$ cat src/rtl/sp_pkg.sv
package sp_pkg;

    localparam int DATA_W      = 32;
    localparam int ADDR_W      = 16;
    localparam int MSG_WORDS   = 15;
    localparam int CNT_W       = 8;
    localparam int IDX_W       = $clog2(MSG_WORDS);
    localparam int SPAN_LG     = 12;
    localparam int SLOT_W      = ADDR_W - 1 - SPAN_LG;
    localparam int WSEL_W      = SPAN_LG - 2;
    localparam int ERR_BIT     = 31;
    localparam int DIR_BIT     = 31;
    localparam int LAST_IDX    = MSG_WORDS - 1;

    typedef logic [DATA_W-1:0] word_t;
    typedef word_t [MSG_WORDS-1:0] msg_t;

    typedef enum logic [1:0] {
        ACC_NONE   = 2'd0,
        ACC_STATUS = 2'd1,
        ACC_DATA   = 2'd2,
        ACC_CTRL   = 2'd3
    } acc_kind_e;

    typedef struct packed {
        logic              valid;
        logic              we;
        acc_kind_e         kind;
        logic [IDX_W-1:0]  idx;
        word_t             wdata;
    } acc_t;

    function automatic word_t status_word(input logic err, input logic [CNT_W-1:0] cnt);
        word_t w;
        w = '0;
        w[ERR_BIT] = err;
        w[CNT_W-1:0] = cnt;
        return w;
    endfunction

    function automatic word_t ctrl_word(input logic is_rx);
        word_t w;
        w = '0;
        w[DIR_BIT] = is_rx;
        return w;
    endfunction

endpackage

$ cat src/rtl/sp_port_decode.sv
module sp_port_decode
    import sp_pkg::*;
#(
    parameter int PORT_TID = 0
) (
    input  logic              req,
    input  logic              we,
    input  logic [ADDR_W-1:0] addr,
    input  word_t             wdata,
    output acc_t              acc
);
    localparam logic [SLOT_W-1:0] OWN_SLOT  = SLOT_W'(PORT_TID);
    localparam logic [SLOT_W-1:0] CTRL_SLOT = SLOT_W'(PORT_TID + 1);

    logic              in_ctrl_region;
    logic [SLOT_W-1:0] slot;
    logic [WSEL_W-1:0] wsel;
    logic              aligned;
    acc_kind_e         kind;

    assign in_ctrl_region = addr[ADDR_W-1];
    assign slot           = addr[ADDR_W-2:SPAN_LG];
    assign wsel           = addr[SPAN_LG-1:2];
    assign aligned        = (addr[1:0] == 2'b00);

    always_comb begin
        kind = ACC_NONE;
        if (aligned) begin
            if (!in_ctrl_region && slot == OWN_SLOT) begin
                if (wsel == '0)
                    kind = ACC_STATUS;
                else if (wsel <= WSEL_W'(MSG_WORDS))
                    kind = ACC_DATA;
            end else if (in_ctrl_region && slot == CTRL_SLOT && wsel == '0) begin
                kind = ACC_CTRL;
            end
        end
    end

    always_comb begin
        acc.valid = req && (kind != ACC_NONE);
        acc.we    = we;
        acc.kind  = kind;
        acc.idx   = IDX_W'(wsel - 1'b1);
        acc.wdata = wdata;
    end

endmodule

$ cat src/rtl/sp_tx_thread.sv
module sp_tx_thread
    import sp_pkg::*;
#(
    parameter int CREDITS = 4
) (
    input  logic             clk,
    input  logic             rst,
    input  acc_t             acc,
    input  logic             credit_ret,
    output word_t            rdata,
    output logic             send,
    output msg_t             msg,
    output logic [CNT_W-1:0] credits_o
);
    word_t            stage [MSG_WORDS];
    logic [CNT_W-1:0] credits;
    logic [CNT_W-1:0] credits_nxt;
    logic             err;
    logic             data_wr;
    logic             send_try;
    logic             err_set;
    logic             err_clr;

    assign data_wr  = acc.valid && acc.we && acc.kind == ACC_DATA;
    assign send_try = data_wr && acc.idx == IDX_W'(LAST_IDX);
    assign send     = send_try && credits != '0;
    assign err_set  = send_try && credits == '0;
    assign err_clr  = acc.valid && acc.we && acc.kind == ACC_STATUS && acc.wdata[ERR_BIT];

    always_comb begin
        credits_nxt = credits;
        if (send)
            credits_nxt = credits_nxt - 1'b1;
        if (credit_ret)
            credits_nxt = credits_nxt + 1'b1;
    end

    for (genvar i = 0; i < MSG_WORDS; i++) begin : g_msg
        if (i == LAST_IDX) begin : g_last
            assign msg[i] = acc.wdata;
        end else begin : g_body
            assign msg[i] = stage[i];
        end
    end

    always_ff @(posedge clk) begin
        if (rst) begin
            credits <= CNT_W'(CREDITS);
            err     <= 1'b0;
            for (int i = 0; i < MSG_WORDS; i++)
                stage[i] <= '0;
        end else begin
            credits <= credits_nxt;
            err     <= err_set || (err && !err_clr);
            if (data_wr)
                stage[acc.idx] <= acc.wdata;
        end
    end

    always_comb begin
        rdata = '0;
        if (acc.valid) begin
            case (acc.kind)
                ACC_STATUS: rdata = status_word(err, credits);
                ACC_DATA:   rdata = stage[acc.idx];
                ACC_CTRL:   rdata = ctrl_word(1'b0);
                default:    rdata = '0;
            endcase
        end
    end

    assign credits_o = credits;

    p_credit_bound_r5: assert property (@(posedge clk) disable iff (rst)
        credits <= CNT_W'(CREDITS));

    p_send_spends_r3: assert property (@(posedge clk) disable iff (rst)
        (send && !credit_ret) |=> credits == CNT_W'($past(credits) - 1'b1));

    p_dry_send_flags_r6: assert property (@(posedge clk) disable iff (rst)
        (send_try && credits == '0) |=> (err && credits == CNT_W'($past(credit_ret))));

    p_err_sticky_r6: assert property (@(posedge clk) disable iff (rst)
        (err && !err_clr) |=> err);

endmodule

$ cat src/rtl/sp_rx_thread.sv
module sp_rx_thread
    import sp_pkg::*;
#(
    parameter int DEPTH = 4
) (
    input  logic             clk,
    input  logic             rst,
    input  acc_t             acc,
    input  logic             push,
    input  msg_t             push_msg,
    output word_t            rdata,
    output logic             credit_ret,
    output logic [CNT_W-1:0] pending_o,
    output logic             irq
);
    localparam int PTR_W = (DEPTH > 1) ? $clog2(DEPTH) : 1;
    localparam logic [PTR_W-1:0] PTR_LAST = PTR_W'(DEPTH - 1);

    msg_t             mem [DEPTH];
    logic [PTR_W-1:0] wp;
    logic [PTR_W-1:0] rp;
    logic [CNT_W-1:0] count;
    logic [CNT_W-1:0] count_nxt;
    logic             err;
    logic             pop_try;
    logic             pop;
    logic             err_set;
    logic             err_clr;
    logic             bad_write;
    msg_t             head;
    logic             unused_wdata;

    assign unused_wdata = ^acc.wdata;

    assign pop_try   = acc.valid && !acc.we && acc.kind == ACC_DATA && acc.idx == IDX_W'(LAST_IDX);
    assign pop       = pop_try && count != '0;
    assign bad_write = acc.valid && acc.we && acc.kind == ACC_DATA;
    assign err_set   = bad_write || (pop_try && count == '0);
    assign err_clr   = acc.valid && acc.we && acc.kind == ACC_STATUS && acc.wdata[ERR_BIT];
    assign head      = mem[rp];

    always_comb begin
        count_nxt = count;
        if (push)
            count_nxt = count_nxt + 1'b1;
        if (pop)
            count_nxt = count_nxt - 1'b1;
    end

    always_ff @(posedge clk) begin
        if (push)
            mem[wp] <= push_msg;
    end

    always_ff @(posedge clk) begin
        if (rst) begin
            wp    <= '0;
            rp    <= '0;
            count <= '0;
            err   <= 1'b0;
        end else begin
            count <= count_nxt;
            err   <= err_set || (err && !err_clr);
            if (push)
                wp <= (wp == PTR_LAST) ? '0 : wp + 1'b1;
            if (pop)
                rp <= (rp == PTR_LAST) ? '0 : rp + 1'b1;
        end
    end

    always_comb begin
        rdata = '0;
        if (acc.valid) begin
            case (acc.kind)
                ACC_STATUS: rdata = status_word(err, count);
                ACC_DATA:   rdata = (count != '0) ? head[acc.idx] : '0;
                ACC_CTRL:   rdata = ctrl_word(1'b1);
                default:    rdata = '0;
            endcase
        end
    end

    assign credit_ret = pop;
    assign pending_o  = count;
    assign irq        = (count != '0);

    p_no_overflow_r5: assert property (@(posedge clk) disable iff (rst)
        push |-> count < CNT_W'(DEPTH));

    p_irq_rise_r7: assert property (@(posedge clk) disable iff (rst)
        $rose(irq) |-> $past(push));

    p_irq_fall_r7: assert property (@(posedge clk) disable iff (rst)
        (count == CNT_W'(1) && pop && !push) |=> !irq);

    p_bad_write_keeps_r6: assert property (@(posedge clk) disable iff (rst)
        (bad_write && !push) |=> (err && $stable(count)));

endmodule

$ cat src/rtl/sp_msg_link.sv
module sp_msg_link
    import sp_pkg::*;
#(
    parameter int CREDITS = 4
) (
    input  logic              clk,
    input  logic              rst,
    input  logic              p0_req,
    input  logic              p0_we,
    input  logic [ADDR_W-1:0] p0_addr,
    input  logic [DATA_W-1:0] p0_wdata,
    output logic [DATA_W-1:0] p0_rdata,
    input  logic              p1_req,
    input  logic              p1_we,
    input  logic [ADDR_W-1:0] p1_addr,
    input  logic [DATA_W-1:0] p1_wdata,
    output logic [DATA_W-1:0] p1_rdata,
    output logic              rx_irq
);
    localparam int NPORTS = 2;

    logic              req_v   [NPORTS];
    logic              we_v    [NPORTS];
    logic [ADDR_W-1:0] addr_v  [NPORTS];
    word_t             wdata_v [NPORTS];
    acc_t              acc_v   [NPORTS];

    assign req_v[0]   = p0_req;
    assign we_v[0]    = p0_we;
    assign addr_v[0]  = p0_addr;
    assign wdata_v[0] = p0_wdata;
    assign req_v[1]   = p1_req;
    assign we_v[1]    = p1_we;
    assign addr_v[1]  = p1_addr;
    assign wdata_v[1] = p1_wdata;

    for (genvar p = 0; p < NPORTS; p++) begin : g_port
        sp_port_decode #(.PORT_TID(p)) u_dec (
            .req   (req_v[p]),
            .we    (we_v[p]),
            .addr  (addr_v[p]),
            .wdata (wdata_v[p]),
            .acc   (acc_v[p])
        );
    end

    logic             send;
    logic             credit_ret;
    msg_t             msg;
    logic [CNT_W-1:0] tx_credits;
    logic [CNT_W-1:0] rx_pending;

    sp_tx_thread #(.CREDITS(CREDITS)) u_tx (
        .clk        (clk),
        .rst        (rst),
        .acc        (acc_v[0]),
        .credit_ret (credit_ret),
        .rdata      (p0_rdata),
        .send       (send),
        .msg        (msg),
        .credits_o  (tx_credits)
    );

    sp_rx_thread #(.DEPTH(CREDITS)) u_rx (
        .clk        (clk),
        .rst        (rst),
        .acc        (acc_v[1]),
        .push       (send),
        .push_msg   (msg),
        .rdata      (p1_rdata),
        .credit_ret (credit_ret),
        .pending_o  (rx_pending),
        .irq        (rx_irq)
    );

    p_credit_sum_r5: assert property (@(posedge clk) disable iff (rst)
        (int'(tx_credits) + int'(rx_pending)) == CREDITS);

    p_simul_balance_r8: assert property (@(posedge clk) disable iff (rst)
        (send && credit_ret) |=> ($stable(tx_credits) && $stable(rx_pending)));

endmodule

$ cat config.mk
export PLATFORM = sky130hd
export DESIGN_NAME = sp_msg_link
export DESIGN_NICKNAME = d
export VERILOG_FILES = /design/src/rtl/sp_pkg.sv /design/src/rtl/sp_port_decode.sv /design/src/rtl/sp_tx_thread.sv /design/src/rtl/sp_rx_thread.sv /design/src/rtl/sp_msg_link.sv
export SDC_FILE = /design/constraint.sdc
export NUM_CORES = 2
export LEC_CHECK = 0
export BUFFER_PORTS_ARGS = -buffer_cell sky130_fd_sc_hd__buf_2
export CAP_MARGIN = 25
export CORE_MARGIN = 2
export CORE_UTILIZATION = 55
export CTS_CLUSTER_DIAMETER = 200
export DETAILED_ROUTE_END_ITERATION = 7
export GPL_TIMING_DRIVEN = 0
export PLACE_DENSITY = 0.8
export SETUP_SLACK_MARGIN = 0.4
export SYNTH_ARGS = -nofsm -noshare
export SYNTH_HDL_FRONTEND = slang
export SYNTH_SLANG_ARGS = --single-unit
$ cat constraint.sdc
create_clock -name clk -period 21.8 [get_ports clk]
set_clock_uncertainty 0.1 [all_clocks]
set_input_delay 2.18 -clock clk [delete_from_list [all_inputs] [get_ports clk]]
set_output_delay 2.18 -clock clk [all_outputs]
set_load 0.03 [all_outputs]
# After elaboration in Yosys (flattened, before gate mapping)
# Memory sizes are Yosys's and may differ from the RTL's. A register that Yosys moved wholly into a read port is not among the register bits.
# Index checks and enable logic that the tools add are counted.
# word_totals
out_inout_bits	65
ff_bits	22
elab_cells	112
mem_bits_ro	0
inputBits	102
latch_bits	0
memories	2
ram_bits	2400
# memory_table
memory	depth	word_bits	rd	rd_ports_with_merged_regs	write_ports	line	source
u_rx.mem	4	480	1	1	1	sp_rx_thread.sv:19	msg_t mem [DEPTH];
u_tx.stage	15	32	15	0	15	sp_tx_thread.sv:15	word_t stage [MSG_WORDS];
# classes
n_reduce_logical	46
bitwise	0
mux	35
eq_ne	12
n_addsub	8
n_shift	0
n_lt_le_gt_ge	3
multipliers	0
div	0
# op_table
operator	n
$mux W32	5
$bmux W32 S4	1
$pmux W32 S3	1
$pmux W32 S2	1
$mux W8	4
$reduce_or A32 Y1	1
$mux W2	14
$logic_and A1 B1 Y1	26
$le A10 B4 Y1 const B	2
$logic_not A10 Y1	2
$add A8 B1 Y8 const B	2
$logic_not A8 Y1	2
$reduce_bool A8 Y1	2
$sub A8 B1 Y8 const B	2
$eq A2 B2 Y1 const B	5
$eq A4 B4 Y1 const B	2
$mux W1	8
$sub A4 B1 Y4 const B	2
$eq A3 B1 Y1 const B	2
$logic_not A1 Y1	5
$lt A4 B5 Y1 const B	1
$add A2 B1 Y2 const B	2
$eq A2 B1 Y1 const B	2
$logic_not A2 Y1	2
5 further kinds	8

# Logic depth before layout (Yosys ltp)
# depth
ltp_word	15
mapped_depth	22
mapped_depth_nobuf	18

# Cells and area by module
# A second synthesis with hierarchy kept.
# unflattened
cells_unflattened	4843
hier_area_um2	99075.0
# by_module_without_submodules
mod	n_inst	seq_area_each_um2	cells_each	area_per_inst_um2
sp_rx_thread	1	57955.6	3236	74303.8
sp_tx_thread	1	15554.9	1498	23975.5
sp_port_decode at g_port[0].u_dec	1	0.0	55	402.9
sp_port_decode at g_port[1].u_dec	1	0.0	54	392.9

# Least setup slack after synthesis
# OpenSTA, ideal clock, no wires.
# synth_path
path_kind	input to register
start	input port p0_addr[2]
end	memory u_rx.mem[0][0] in the netlist's numbering, enable pin
t_arrival_ns	15.928
path_buffers	5
setup_time_ns	0.910
path_stages	15
required_time_ns	20.790
setup_slack_ns	4.863
cell_sequence	buf_2 buf_1 buf_2 inv_1 ha_1 nand2_1 mux2i_1 nand2b_1 ha_1 and3b_1 and3_1 buf_6 and2_1 clkbuf_1 and3_1
# synth_via
elab_chain_len	13
elab_cells_between_ends	19
classes_between	add/sub: 1; order compare: 1; eq/ne: 2; mux: 7; reduce/logical: 8
# synth_rtl
element	line	source
start, declared	sp_msg_link.sv:10	input logic [ADDR_W-1:0] p0_addr,
$le A10 B4 Y1 / $logic_not A10 Y1 (equally long branches)	sp_port_decode.sv:32, sp_port_decode.sv:30, sp_port_decode.sv:34	
$mux W2 / $logic_and A1 B1 Y1 (equally long branches)	sp_port_decode.sv:32, sp_port_decode.sv:34	
$mux W2 (on tied branches)	sp_port_decode.sv:30, sp_port_decode.sv:34	
$mux W2	sp_port_decode.sv:29	if (!in_ctrl_region && slot == OWN_SLOT) begin
$mux W2	sp_port_decode.sv:28	if (aligned) begin
$reduce_bool A2 Y1	sp_port_decode.sv:41	acc.valid = req && (kind != ACC_NONE);
$logic_and A1 B1 Y1	sp_port_decode.sv:41	
$logic_and A1 B1 Y1 (2 in a row)	sp_tx_thread.sv:24	assign data_wr = acc.valid && acc.we && acc.kind == ACC_DATA;
$logic_and A1 B1 Y1 *	sp_tx_thread.sv:25	assign send_try = data_wr && acc.idx == IDX_W'(LAST_IDX);
$logic_and A1 B1 Y1 *	sp_tx_thread.sv:26	assign send = send_try && credits != '0;
$mux W1 *	sp_rx_thread.sv:51	if (push)
$mux W1 (not written as such) *	sp_rx_thread.sv:52	mem[wp] <= push_msg;
end, declared	sp_rx_thread.sv:19	
# Every way passes the cells marked *; elsewhere a longest branch is shown, timed or not.

# Worst setup path after layout
# layout_path
start	input port p1_addr[2]
end	output port p1_rdata[29]
# layout_via
elab_chain_len	8
elab_cells_between_ends	19
classes_between	add/sub: 1; order compare: 1; eq/ne: 3; mux: 10; reduce/logical: 4
# layout_rtl
element	line	source
start, declared	sp_msg_link.sv:15	input logic [ADDR_W-1:0] p1_addr,
$le A10 B4 Y1 / $logic_not A10 Y1 (equally long branches)	sp_port_decode.sv:32, sp_port_decode.sv:30, sp_port_decode.sv:34	
$mux W2 / $logic_and A1 B1 Y1 (equally long branches)	sp_port_decode.sv:32, sp_port_decode.sv:34	
$mux W2 (on tied branches)	sp_port_decode.sv:30, sp_port_decode.sv:34	
$mux W2	sp_port_decode.sv:29	
$mux W2	sp_port_decode.sv:28	
$eq A2 B2 Y1, or another cell as far along	sp_rx_thread.sv:74	case (acc.kind)
$pmux W32 S3 / $logic_and A1 B1 Y1 (equally long branches)	sp_rx_thread.sv:74, sp_port_decode.sv:41	
$mux W32 *	sp_rx_thread.sv:73	if (acc.valid) begin
end, declared	sp_msg_link.sv:17	output logic [DATA_W-1:0] p1_rdata,
# Every way passes the cells marked *; elsewhere a longest branch is shown, timed or not. The select of a mux whose other input is x is not followed.

==> flow_summary.ini <==
[placed_design]
dpl_cell_area_um2 = 104000
hpwl_um = 183000
place_ws_ns = 10.33
dpl.cell_count = 7470
routabilityCongestion = 0.885
port_buffers = 135

[clock_network]
clock_path_buffers = 3
root_buffer = clkbuf_16
cts.sinks = 2456
clkLatencyLatePin_ns = 0.89
path_clk_slew_ns = 0.06
cts_tree = done
numCtsBuffers = 221
post_cts_buffers = 0
cts_hold_buf = 0
cts_resized = 0
h-tree-depth = 4

[worst_setup_path]
worst_setup_path_start_kind = input pin
crit_chain = buf_2 -> clkbuf_1 -> inv_1 -> buf_1 -> ha_1 -> clkbuf_1 -> clkbuf_1 -> buf_6 -> clkbuf_1 -> nand2_1 -> clkbuf_1 -> o221ai_1 -> a21oi_1 -> nor2_1 -> buf_2
cp_max_fo = 10
cpMaxStageDelayCell = clkbuf_1
cp_data_arrival_time_ns = 9.37
cpLargestDelayFamily = buffers and inverters
worstSetupPathType = input pin to output port
cp_slowest_stage_delay_ns = 0.85
required_ns = 19.52
crit_buf_inv = 10
reg2reg_slack_ns = 16.89
ff2ff_path_depth = 12
timing.rr.end = u_rx.mem[2][50]
end_kind = output port
crit_top_cell = clkbuf_1
reg2reg_from = u_tx.credits_o[0]

[grt]
grt_use_total = 0.316
overflow = 0
antenna_found_initial = 17
grt_pass1_wl_um = 398000
grt_max_degree = 60
grt_pass1_vias = 54251

[synth]
synth_area_leaders = edfxtp_1, mux4_2, and2_1, mux2i_1, clkbuf_1
async_flop_share = 0
ys.warnings.count = 0
synth-simple-area-share = 0.0534
synth_cell_types = 65
yosysMostFrequentCell = edfxtp_1
synthMuxAreaShare = 0.159
ys_ff_latch = 2456
synth_area_leader_cell = edfxtp_1
synth-xor-area-share = 0.00258
synth_top_family_by_area = multiplexers
synth_fa_ha_area_frac = 0.00267
mappedNetlistNets = 4987
syn-instance-count = 4864
synth_area_um2 = 98300
avgSynthCellArea_um2 = 20.2
netlist_top_cells_count = edfxtp_1, mux4_2, and2_1, clkbuf_1, nand2_1
synth-edff-count = 2432
synth-compound-area-share = 0.0211
synth_top_cell_area_share = 0.743
seq_area_frac_synth = 0.748
synthFlopType = edfxtp_1

[floorplanning]
io_pins = 167
die_x_um = 427
num_rows = 155
die-height_um = 427
die-area_um2 = 182000
core_area_um2 = 178000
initial_core_util = 0.552

[flow_run]
max-cap-violations = 0

[finish]
drive_gt1_frac = 0.243
fin_cells = 7902
final_nets = 5477
postLayoutCellArea_um2 = 111000
syn_to_final_growth_pct = 13.3
fillers = 11451

[detailed_routing]
routed_wl_um = 293000
dr.first_iter.drc_count = 10484
viasPerCell = 6.99
drc = 0
ant_nets = 0
vias = 55196
firstDrtPassIters = 6
wl_per_cell_um = 37.0

[sta]
tightest_slew_ns = 1.35
tns_ns = 0
min_period_ns = 11.65
maxSlewHeadroom = 0.103
fmax_mhz = 85.8
final_max_slew_viol_count = 0
setup_violations = 0
final-hold-violation-count = 0
rsz0062_at_grt = no
fin_ws_ns = 10.15
period_share = 0.535

[hold_path]
min_from = u_rx.wp[1]
worstHoldEndpoint = u_rx.wp[1]
hold_class = register to register
whs_path_depth = 2

[power_and_ir_drop]
leakage_uw = 0.0352
power_density_nw_per_um2 = 85.5
ir_drop_mv = 0.0831

[status]
status = finished, final reports clean
[layer usage]
| metal | wire, µm | vias to the layer above | GRT usage |
|---|---|---|---|
| li1 | - | 20762 | - |
| met1 | 92400 | 27832 | 0.398 |
| met2 | 135000 | 5414 | 0.478 |
| met3 | 41700 | 1170 | 0.0991 |
| met4 | 23600 | 18 | 0.206 |
| met5 | 120 | - | 0 |
[layout by cell type, fill, tap and decap left out, drive strengths merged, types with 29 or more instances in the layout]
cell and n:
mux4 638, clkinv 100, and2 486, nor2 128, mux2 29, a21oi 66, nand2 177, buf 385
o21ai 67, mux2i 91, nand3 40, clkbuf 475, edfxtp 2432, a211oi 57, a22oi 42
[through the flow]
stage	util	hold slack (ns)	power (µW)
after floorplan	-	0.350	5550
after global placement	0.572	0.372	5750
after detailed placement	0.586	0.377	5780
after CTS	0.624	0.390	9480
after global routing	0.626	0.423	9680
final	0.626	0.395	9530
[cell families after synthesis]
| kind of cell | Yosys count |
|---|---|
| xor+xnor | 29 |
| fa+ha+maj | 21 |
| mux | 758 |
| compound gates | 308 |
| flops | 2456 |
| simple gates | 957 |
| buf+inv | 335 |
[where the power goes]
group | internal [µW] | switching (µW) | total (µW)
combinational | 130 | 290 | 420
sequential | 5230 | 62.7 | 5290
clock | 2080 | 1740 | 3810
[worst reg2reg max path: stages (launching register included)]
cell and delay [ns]:
dfxtp_1 0.53, inv_1 0.21, ha_1 0.26, nand3_2 0.21, and2_1 0.21, clkbuf_1 0.39, and3_4 0.64, buf_16 0.37
buf_16 0.34, buf_16 0.35, buf_16 0.33, buf_12 0.32, buf_16 0.29
[worst max path at each step]
stage	startpoint	end	slack, ns	cells after the start
3_5_place_dp	p1_addr[2]	p1_rdata[29]	10.33	14
6_report	p1_addr[2]	p1_rdata[29]	10.15	15
5_1_grt	p1_addr[2]	p1_rdata[29]	10.30	15
3_3_place_gp	p0_addr[2]	u_rx.mem[1][47]	-5.85	16
2_1_floorplan	p0_addr[2]	u_rx.mem[0][0]	4.86	15
4_1_cts	p1_addr[2]	p1_rdata[29]	10.25	14
[final cells by class]
| class | instances | area [µm²] | share of cell area |
|---|---|---|---|
| buffer | 319 | 1300 | 0.0116 |
| clock inverter | 128 | 1090 | 0.00983 |
| clock buffer | 274 | 5810 | 0.0522 |
| timing repair buffer | 267 | 3150 | 0.0282 |
| multi-input combinational | 2073 | 23500 | 0.211 |
| sequential | 2456 | 73500 | 0.660 |
| inverter | 16 | 60.1 | 0.000539 |
| tap | 2355 | 2950 | 0.0264 |
| antenna | 14 | 35.0 | 0.000314 |
[registers in the layout, summed over array words and instances, names as in the netlist, named ones only]
| signal | flops |
|---|---|
| u_tx.stage | 512 |
| u_rx.wp | 2 |
| u_rx.mem | 1920 |
| u_rx.pending_o | 8 |
| u_tx.credits_o | 8 |
| u_rx.rp | 2 |
| u_tx.err | 1 |
| u_rx.err | 1 |
No activity file was read; power rests on OpenSTA's default activity.
